===== config.mk =====
export PLATFORM = sky130hd
export DESIGN_NAME = tflag_bank
export DESIGN_NICKNAME = d
export VERILOG_FILES = /design/src/rtl/tflag_pkg.sv /design/src/rtl/tflag_store.sv /design/src/rtl/tflag_clrgen.sv /design/src/rtl/tflag_regs.sv /design/src/rtl/tflag_bank.sv
export SDC_FILE = /design/constraint.sdc
export NUM_CORES = 1
export LEC_CHECK = 0
export ABC_AREA = 0
export BUFFER_PORTS_ARGS = -buffer_cell sky130_fd_sc_hd__buf_2
export CAP_MARGIN = 20
export CORE_UTILIZATION = 25
export DETAILED_ROUTE_END_ITERATION = 8
export GPL_TIMING_DRIVEN = 0
export PLACE_DENSITY_LB_ADDON = 0.3
export SLEW_MARGIN = 30
export SYNTH_ARGS = -nofsm -noshare
export SYNTH_HDL_FRONTEND = slang
export SYNTH_SLANG_ARGS = --single-unit
export TNS_END_PERCENT = 1

===== constraint.sdc =====
create_clock -name clk -period 2.7 [get_ports clk]
set_input_delay 0.54 -clock clk [delete_from_list [all_inputs] [get_ports clk]]
set_output_delay 0.54 -clock clk [all_outputs]
set_load 0.02 [all_outputs]

===== src/rtl/tflag_pkg.sv =====
package tflag_pkg;
   localparam int AUX_W        = 5;
   localparam int AUX_OVF      = 0;
   localparam int AUX_PAA_OVF  = 1;
   localparam int AUX_PAA_EDGE = 2;
   localparam int AUX_PAB_OVF  = 3;
   localparam int AUX_MZ       = 4;

   // own register window
   localparam int ADR_CHF   = 0;
   localparam int ADR_AUXF  = 1;
   localparam int ADR_CTRL  = 2;
   localparam int ADR_DIR   = 3;
   localparam int ADR_CHEN  = 4;
   localparam int ADR_AUXEN = 5;
   // snooped data registers owned by neighbouring blocks
   localparam int ADR_CH_BASE = 16;
   localparam int ADR_CNT     = 32;
   localparam int ADR_PAA_0   = 33;
   localparam int ADR_PAA_1   = 34;
   localparam int ADR_PAB_0   = 35;
   localparam int ADR_PAB_1   = 36;
   localparam int ADR_MOD     = 37;
   localparam int ADR_MIN_W   = 6;
endpackage


===== src/rtl/tflag_store.sv =====
module tflag_store #(
   parameter int W        = 8,
   parameter bit SET_WINS = 1'b1
) (
   input  logic         clk,
   input  logic         rst_n,
   input  logic [W-1:0] set,
   input  logic [W-1:0] clr,
   output logic [W-1:0] q
);
   logic [W-1:0] d;

   generate
      if (SET_WINS) begin : g_set_first
         assign d = (q & ~clr) | set;
      end else begin : g_clr_first
         assign d = (q | set) & ~clr;
      end
   endgenerate

   always_ff @(posedge clk or negedge rst_n) begin
      if (!rst_n) q <= '0;
      else        q <= d;
   end

   // a pulse always lands, even against a clear
   generate
      if (SET_WINS) begin : g_chk_set
         a_r12_set_beats_clear: assert property (@(posedge clk) disable iff (!rst_n)
            (set != '0) |=> ((q & $past(set)) == $past(set)));
      end
   endgenerate

   // no flag rises without a pulse
   a_r2_no_spurious_rise: assert property (@(posedge clk) disable iff (!rst_n)
      1'b1 |=> ((q & ~$past(q) & ~$past(set)) == '0));
endmodule


===== src/rtl/tflag_clrgen.sv =====
module tflag_clrgen
   import tflag_pkg::*;
#(
   parameter int NCH = 8,
   parameter int AW  = 6,
   parameter int DW  = 16
) (
   input  logic             clk,
   input  logic             rst_n,
   input  logic             fast,
   input  logic [NCH-1:0]   dir,
   input  logic [AW-1:0]    addr,
   input  logic             rd,
   input  logic             wr,
   input  logic [DW-1:0]    wdata,
   output logic [NCH-1:0]   clr_ch,
   output logic [AUX_W-1:0] clr_aux
);
   localparam logic [AW-1:0] A_CHF  = AW'(ADR_CHF);
   localparam logic [AW-1:0] A_AUXF = AW'(ADR_AUXF);
   localparam logic [AW-1:0] A_CNT  = AW'(ADR_CNT);
   localparam logic [AW-1:0] A_PA0  = AW'(ADR_PAA_0);
   localparam logic [AW-1:0] A_PA1  = AW'(ADR_PAA_1);
   localparam logic [AW-1:0] A_PB0  = AW'(ADR_PAB_0);
   localparam logic [AW-1:0] A_PB1  = AW'(ADR_PAB_1);
   localparam logic [AW-1:0] A_MOD  = AW'(ADR_MOD);

   logic               acc;
   logic               w1c_ok;
   logic [NCH-1:0]     w1c_ch;
   logic [AUX_W-1:0]   w1c_aux;
   logic [NCH-1:0]     snp_ch;
   logic [AUX_W-1:0]   snp_aux;

   assign acc    = rd | wr;
   assign w1c_ok = wr & ~fast;

   assign w1c_ch  = (w1c_ok && addr == A_CHF)  ? wdata[NCH-1:0]   : '0;
   assign w1c_aux = (w1c_ok && addr == A_AUXF) ? wdata[AUX_W-1:0] : '0;

   generate
      for (genvar i = 0; i < NCH; i++) begin : g_ch
         localparam logic [AW-1:0] A_CH = AW'(ADR_CH_BASE + i);
         logic hit;
         assign hit       = (addr == A_CH);
         assign snp_ch[i] = fast & hit & (dir[i] ? wr : rd);
      end
   endgenerate

   always_comb begin
      snp_aux = '0;
      if (fast && acc) begin
         snp_aux[AUX_OVF]      = (addr == A_CNT);
         snp_aux[AUX_PAA_OVF]  = (addr == A_PA0) || (addr == A_PA1);
         snp_aux[AUX_PAA_EDGE] = (addr == A_PA0) || (addr == A_PA1);
         snp_aux[AUX_PAB_OVF]  = (addr == A_PB0) || (addr == A_PB1);
         snp_aux[AUX_MZ]       = (addr == A_MOD);
      end
   end

   assign clr_ch  = w1c_ch | snp_ch;
   assign clr_aux = w1c_aux | snp_aux;

   // in normal mode only a flag-register write may clear
   a_r11_normal_no_snoop: assert property (@(posedge clk) disable iff (!rst_n)
      (!fast && !(wr && (addr == A_CHF || addr == A_AUXF))) |-> (clr_ch == '0 && clr_aux == '0));
   // in fast mode a flag-register write clears nothing
   a_r4_fast_no_w1c: assert property (@(posedge clk) disable iff (!rst_n)
      (fast && (addr == A_CHF || addr == A_AUXF)) |-> (clr_ch == '0 && clr_aux == '0));
   // a pure read never clears a compare channel
   a_r5_read_spares_compare: assert property (@(posedge clk) disable iff (!rst_n)
      (fast && rd && !wr) |-> ((clr_ch & dir) == '0));
   // a pure write never clears a capture channel
   a_r6_write_spares_capture: assert property (@(posedge clk) disable iff (!rst_n)
      (fast && wr && !rd) |-> ((clr_ch & ~dir) == '0));
endmodule


===== src/rtl/tflag_regs.sv =====
module tflag_regs
   import tflag_pkg::*;
#(
   parameter int NCH = 8,
   parameter int AW  = 6,
   parameter int DW  = 16
) (
   input  logic             clk,
   input  logic             rst_n,
   input  logic [AW-1:0]    addr,
   input  logic             rd,
   input  logic             wr,
   input  logic [DW-1:0]    wdata,
   input  logic [NCH-1:0]   ch_q,
   input  logic [AUX_W-1:0] aux_q,
   output logic             fast,
   output logic [NCH-1:0]   dir,
   output logic [NCH-1:0]   ch_en,
   output logic [AUX_W-1:0] aux_en,
   output logic [DW-1:0]    rdata
);
   localparam logic [AW-1:0] A_CHF   = AW'(ADR_CHF);
   localparam logic [AW-1:0] A_AUXF  = AW'(ADR_AUXF);
   localparam logic [AW-1:0] A_CTRL  = AW'(ADR_CTRL);
   localparam logic [AW-1:0] A_DIR   = AW'(ADR_DIR);
   localparam logic [AW-1:0] A_CHEN  = AW'(ADR_CHEN);
   localparam logic [AW-1:0] A_AUXEN = AW'(ADR_AUXEN);

   always_ff @(posedge clk or negedge rst_n) begin
      if (!rst_n) begin
         fast   <= 1'b0;
         dir    <= '0;
         ch_en  <= '0;
         aux_en <= '0;
      end else if (wr) begin
         case (addr)
            A_CTRL:  fast   <= wdata[0];
            A_DIR:   dir    <= wdata[NCH-1:0];
            A_CHEN:  ch_en  <= wdata[NCH-1:0];
            A_AUXEN: aux_en <= wdata[AUX_W-1:0];
            default: ;
         endcase
      end
   end

   always_comb begin
      rdata = '0;
      if (rd) begin
         case (addr)
            A_CHF:   rdata = DW'(ch_q);
            A_AUXF:  rdata = DW'(aux_q);
            A_CTRL:  rdata = DW'(fast);
            A_DIR:   rdata = DW'(dir);
            A_CHEN:  rdata = DW'(ch_en);
            A_AUXEN: rdata = DW'(aux_en);
            default: rdata = '0;
         endcase
      end
   end

   // idle bus reads as zero
   a_r14_idle_rdata: assert property (@(posedge clk) disable iff (!rst_n)
      !rd |-> (rdata == '0));
endmodule


===== src/rtl/tflag_bank.sv =====
module tflag_bank
   import tflag_pkg::*;
#(
   parameter int NCH = 8,
   parameter int AW  = 6,
   parameter int DW  = 16
) (
   input  logic             clk,
   input  logic             rst_n,
   input  logic [NCH-1:0]   ev_ch,
   input  logic             ev_ovf,
   input  logic             ev_pa_ovf,
   input  logic             ev_pa_edge,
   input  logic             ev_pb_ovf,
   input  logic             ev_mz,
   input  logic [AW-1:0]    bus_addr,
   input  logic             bus_rd,
   input  logic             bus_wr,
   input  logic [DW-1:0]    bus_wdata,
   output logic [DW-1:0]    bus_rdata,
   output logic [NCH-1:0]   ch_flags,
   output logic [AUX_W-1:0] aux_flags,
   output logic             irq
);
   generate
      if (NCH < 1 || NCH > 16) begin : g_bad_nch
         $error("tflag_bank: NCH must lie in 1..16");
      end
      if (DW < NCH || DW < AUX_W) begin : g_bad_dw
         $error("tflag_bank: DW narrower than a flag register");
      end
      if (AW < ADR_MIN_W) begin : g_bad_aw
         $error("tflag_bank: AW too small for the snoop window");
      end
   endgenerate

   localparam logic [AW-1:0] A_CNT = AW'(ADR_CNT);

   logic               fast;
   logic [NCH-1:0]     dir;
   logic [NCH-1:0]     ch_en;
   logic [AUX_W-1:0]   aux_en;
   logic [NCH-1:0]     clr_ch;
   logic [AUX_W-1:0]   clr_aux;
   logic [AUX_W-1:0]   ev_aux;

   always_comb begin
      ev_aux               = '0;
      ev_aux[AUX_OVF]      = ev_ovf;
      ev_aux[AUX_PAA_OVF]  = ev_pa_ovf;
      ev_aux[AUX_PAA_EDGE] = ev_pa_edge;
      ev_aux[AUX_PAB_OVF]  = ev_pb_ovf;
      ev_aux[AUX_MZ]       = ev_mz;
   end

   tflag_regs #(.NCH(NCH), .AW(AW), .DW(DW)) u_regs (
      .clk    (clk),
      .rst_n  (rst_n),
      .addr   (bus_addr),
      .rd     (bus_rd),
      .wr     (bus_wr),
      .wdata  (bus_wdata),
      .ch_q   (ch_flags),
      .aux_q  (aux_flags),
      .fast   (fast),
      .dir    (dir),
      .ch_en  (ch_en),
      .aux_en (aux_en),
      .rdata  (bus_rdata)
   );

   tflag_clrgen #(.NCH(NCH), .AW(AW), .DW(DW)) u_clr (
      .clk     (clk),
      .rst_n   (rst_n),
      .fast    (fast),
      .dir     (dir),
      .addr    (bus_addr),
      .rd      (bus_rd),
      .wr      (bus_wr),
      .wdata   (bus_wdata),
      .clr_ch  (clr_ch),
      .clr_aux (clr_aux)
   );

   tflag_store #(.W(NCH), .SET_WINS(1'b1)) u_ch (
      .clk   (clk),
      .rst_n (rst_n),
      .set   (ev_ch),
      .clr   (clr_ch),
      .q     (ch_flags)
   );

   tflag_store #(.W(AUX_W), .SET_WINS(1'b1)) u_aux (
      .clk   (clk),
      .rst_n (rst_n),
      .set   (ev_aux),
      .clr   (clr_aux),
      .q     (aux_flags)
   );

   assign irq = |(ch_flags & ch_en) | |(aux_flags & aux_en);

   // no enabled flag, no request
   a_r13_irq_quiet: assert property (@(posedge clk) disable iff (!rst_n)
      ((ch_flags & ch_en) == '0 && (aux_flags & aux_en) == '0) |-> !irq);
   // a counter access in fast mode drops the wrap flag
   a_r7_counter_access: assert property (@(posedge clk) disable iff (!rst_n)
      (fast && (bus_rd || bus_wr) && bus_addr == A_CNT && !ev_ovf) |=> !aux_flags[AUX_OVF]);
endmodule


Yosys cells after proc, flatten, opt, wreduce, memory -nomap -nowiden
Cells that the tools add are included.

cells by class
  reduce and logical (&&, ||, !) cells = 12
  equal/unequal tests = 19
  muxes and demuxes = 13
  bitwise gates (word level) = 30

operators with widths
  cell                count
  $eq 6x5->1 const B  8
  $pmux 8 s6          1
  $eq 6x6->1 const B  6
  $and 1x1->1         17
  $and 8x8->8         2
  $mux 16             1
  $or 8x8->8          2
  $eq 6x2->1 const B  2
  $eq 6x3->1 const B  2
  $and 5x5->5         2
  $mux 5              2
  $or 5x5->5          2
  $mux 1              8
  $mux 8              1
  $not 8->8           1
  $reduce_and 2->1    4
  $reduce_or 8->1     1
  $eq 6x1->1 const B  1
  $logic_not 6->1     1
  $not 5->5           1
  $reduce_or 5->1     1
  $logic_and 1x1->1   3
  $logic_or 1x1->1    2
  $or 1x1->1          2
  $not 1->1           1

storage, ports and cells
  word-level logic and storage cells = 80
  register bits after elaboration = 35
  input bits = 39
  output and inout port bits = 30

Longest topological paths before layout
  depth after elaboration = 8
  mapped depth = 6
  gate-level depth less buffers = 4

By module
From an unflattened synthesis, not the netlist that was laid out.

second synthesis, totals
  cells, all modules = 219
  area total of the unflattened synthesis = 2303.5 um^2

modules (own cells, without submodules)
  module                times used  cells each  seq. area each (um^2)  area each (um^2)
  tflag_regs            1           115         550.5                  1312.5
  tflag_clrgen          1           57          0.0                    457.9
  tflag_store at u_ch   1           24          200.2                  290.3
  tflag_store at u_aux  1           15          125.1                  181.4
  tflag_bank            1           8           0.0                    61.3

Worst setup path before layout
OpenSTA, ideal clock, no wires.

  kind = input port to output port
  start point = input bus_addr[3]
  end point = output bus_rdata[0]
  setup slack = 0.167 ns
  required time = 2.160 ns
  data arrival time = 1.993 ns
  cell stages on the path = 5
  path buffers = 1
  path through = buf_6 or4_4 nor2_1 a22oi_1 a31oi_1

on the way
  word-level cells in the longest chain between the ends = 3
  elaborated cells on any way between the ends = 8
  those cells by class = eq/ne: 5; mux: 2; reduce/logical: 1

RTL lines
  what                                RTL line          text
  from (decl)                         tflag_bank.sv:16  input logic [AW-1:0] bus_addr,
  $eq 6x3->1 (tied with other cells)  tflag_regs.sv:49  case (addr)
  $pmux 8 s6 (*)                      tflag_regs.sv:49
  $mux 16 (*)                         tflag_regs.sv:48  if (rd) begin
  to (decl)                           tflag_bank.sv:20  output logic [DW-1:0] bus_rdata,

Mark *: on every way between the ends. The rest lies on a longest branch, timed or not.

Worst setup path in the final report
  start point = input bus_addr[4]
  end point = output bus_rdata[3]

The elaborated chain is that of the path after synthesis.

==> impl_metrics.tcl <==
set metrics [dict create \
    die-area_um2 8460 \
    die_w_um 92.0 \
    cp.depth 6 \
    status "finished, final reports clean" \
    die_h_um 92.0 \
    drc 0 \
    cp_max_fo 7 \
    min_path_type "in2async" \
    dp_cells 349 \
    finalHoldViolCount 0 \
    cts_tree "done" \
    rows 32 \
    n_antenna_cell 0 \
    worst-endpoint-required_ps 2160 \
    grt_pass1_wl_um 10000 \
    slowest_stage "a2111o_1" \
    ant_nets 0 \
    ys_top_cells_by_count "dfrtp_1 (35), mux2_2 (24), nand2_1 (24)" \
    fin_crit_sh_pct 97.8 \
    ys_seq_elements 35 \
    cts_buffer_depth 2 \
    holdBufCountCts 0 \
    yosysTopAreaCell "dfrtp_1" \
    cp_top_family "compound AO/OA/AOI/OAI gates" \
    syn_inst 190 \
    worst_slew_pin_slew_ps 812 \
    clock_sinks 35 \
    synth_warnings 0 \
    final_cells 356 \
    path_common_cell "buf_2" \
    portBuffers 50 \
    cp.buffers_inverters 3 \
    drt_iter0_markers 130 \
    synth.top_cell.area_share_pct 43.3 \
    dpl.hpwl_um 4570 \
    ys_types 41 \
    cts-buffers-inserted 5 \
    drive_gt1_share_pct 43.3 \
    worstSetupPathType "in2out" \
    ys_seq_area_share_pct 43.3 \
    power_density_nw_per_um2 476 \
    num_io_pins 69 \
    finalCriticalPeriod_ps 2640 \
    postRouteWirelength_um 6170 \
    slew_violations 0 \
    worstRegToRegCells 5 \
    grt_pass1_vias 1814 \
    setup_viol 0 \
    place_area_um2 2430 \
    whs_ps 337 \
    critPathMaxStageDelay_ps 500 \
    postSynthAreaPerCell_um2 10.6 \
    async_flop_share_pct 100 \
    root_buffer "clkbuf_8" \
    core_um2 7770 \
    cp-end-kind "primary output" \
    post_drt_via_cell_ratio 4.96 \
    drv_cap 0 \
    vdd_drop_max_mv 0.211 \
    clk_latency_ps 290 \
    antenna_found_initial 0 \
    netlist_area_um2 2020 \
    setup_tns_ps 0 \
    fmax_mhz 379 \
    drt_first_pass_iters 5 \
    area_growth_syn_to_layout_pct 25.6 \
    grt_use_total_pct 15.8 \
    clk_pin_slew_worst_paths_ps 70 \
    nNetsFinal 293 \
    rsz0062_at_grt "yes" \
    synth_area_leaders "dfrtp_1 (43%), mux2_2 (13%), a22oi_1 (5.2%), nand2_1 (4.5%), buf_4 (4.1%)" \
    p_leak_uw 0.00107 \
    vias 1765 \
    gp_congestion 0.800 \
    crit_chain "buf_2 > or2_2 > clkbuf_1 > a2111o_1 > a31oi_1 > buf_2" \
    htreeDepth 2 \
    gr-total-overflow 0 \
    clock_skew_ps 5.54 \
    cp-start-kind "input port" \
    maxSlewHeadroom_pct 45.9 \
    grt_max_degree 36 \
    final_area_um2 2540 \
    wire_per_inst_um 17.3 \
    cp_data_arrival_time_ps 2100 \
    synth-edff-count 0 \
    synthFlopType "dfrtp_1" \
    nFillCells 846 \
    yosysMostFrequentCell "dfrtp_1" \
    start_util_pct 26.0 \
]
==> cells by family after synthesis <==
logic type      share of synthesized area (%)
other cells                             0.185
compound gates                           19.5
mux                                      13.9
buf+inv                                  5.87
simple gates                             17.3
flops                                    43.3
==> path summary, 6_finish.rpt <==
kind | start | to | slack (ps)
max | bus_addr[4] | bus_rdata[3] | 60
min | rst_n | u_ch.q[0]$_DFF_PN0_ | 340
max reg2reg | u_regs.fast$_DFFE_PN0P_ | u_ch.q[7]$_DFF_PN0_ | 850
min reg2reg | u_regs.ch_en[1]$_DFFE_PN0P_ | u_regs.ch_en[1]$_DFFE_PN0P_ | 540
max in group asynchronous | rst_n | u_regs.ch_en[7]$_DFFE_PN0P_ | 1850
min in group clk | ev_pb_ovf | u_aux.q[3]$_DFF_PN0_ | 430
==> routing by layer <==
metal	GRT usage (%)	part of all wire [%]	up-vias
li1	-	-	841
met1	21.7	47	851
met2	24.6	46	67
met3	4.56	6.3	6
met4	3.13	0.70	0
met5	0	0	-
==> worst reg2reg max path, delay by kind of cell, from the launching register on <==
| kind | cells | cell delay, ps |
|---|---|---|
| buffers and inverters | 1 | 340 |
| flip-flops | 1 | 510 |
| AO/OA/AOI/OAI | 1 | 230 |
| AND/OR/NAND/NOR | 3 | 660 |
==> where the power goes <==
part	switching, uW	total (uW)	leakage, uW	internal, uW
combinational	106	204	0.000612	98.4
clock	193	393	0.0000470	200
sequential	42.8	612	0.000406	569
==> metrics by stage <==
| step | util [%] | total power [uW] | worst slack, ps |
|---|---|---|---|
| 4_1_cts | 32.4 | 1220 | 5.77 |
| 5_1_grt | 32.7 | 1280 | -3.15 |
| 2_1_floorplan | - | 741 | 167 |
| 3_5_place_dp | 31.3 | 824 | -150 |
| 6_report | 32.7 | 1210 | 60.6 |
| 3_3_place_gp | 31.3 | 819 | -159 |
==> cells in the final DEF (no fill, tap or decap), types with 4 or more instances in the layout <==
cell,count
a21o_1,4
nand2_1,24
clkbuf_8,6
dfrtp_1,35
buf_2,51
o21ai_0,8
mux2_2,24
nand3_1,9
a21oi_1,5
nor2_1,4
buf_4,11
conb_1,8
a222oi_1,4
a31o_1,8
a22oi_1,14
==> final cells by class <==
type / instances / area, um^2 / share of cell area [%]
multi-input cells: 144 / 1080 / 42.5
flip-flops and latches: 35 / 876 / 34.5
repair buffers: 50 / 250 / 9.85
well taps: 102 / 128 / 5.02
plain buffers: 16 / 111 / 4.38
clock buffers: 6 / 82.6 / 3.25
inverters: 2 / 7.51 / 0.295
clock inverters: 1 / 5.00 / 0.197
==> flip-flops by register name, indices dropped and copies added, names as in the netlist <==
| name | cells |
|---|---|
| u_regs.ch_en | 8 |
| u_ch.q | 8 |
| u_regs.aux_en | 5 |
| u_regs.dir | 8 |
| u_aux.q | 5 |
| u_regs.fast | 1 |
==> what timing repair did <==
item | 4_1_cts | 5_1_grt
pin swaps | 0 | 1
buffers inserted | 0 | 0
endpoints found under the setup margin | 8 | 8
gates resized for setup | 2 | 4
(Power assumes the default switching activity.)
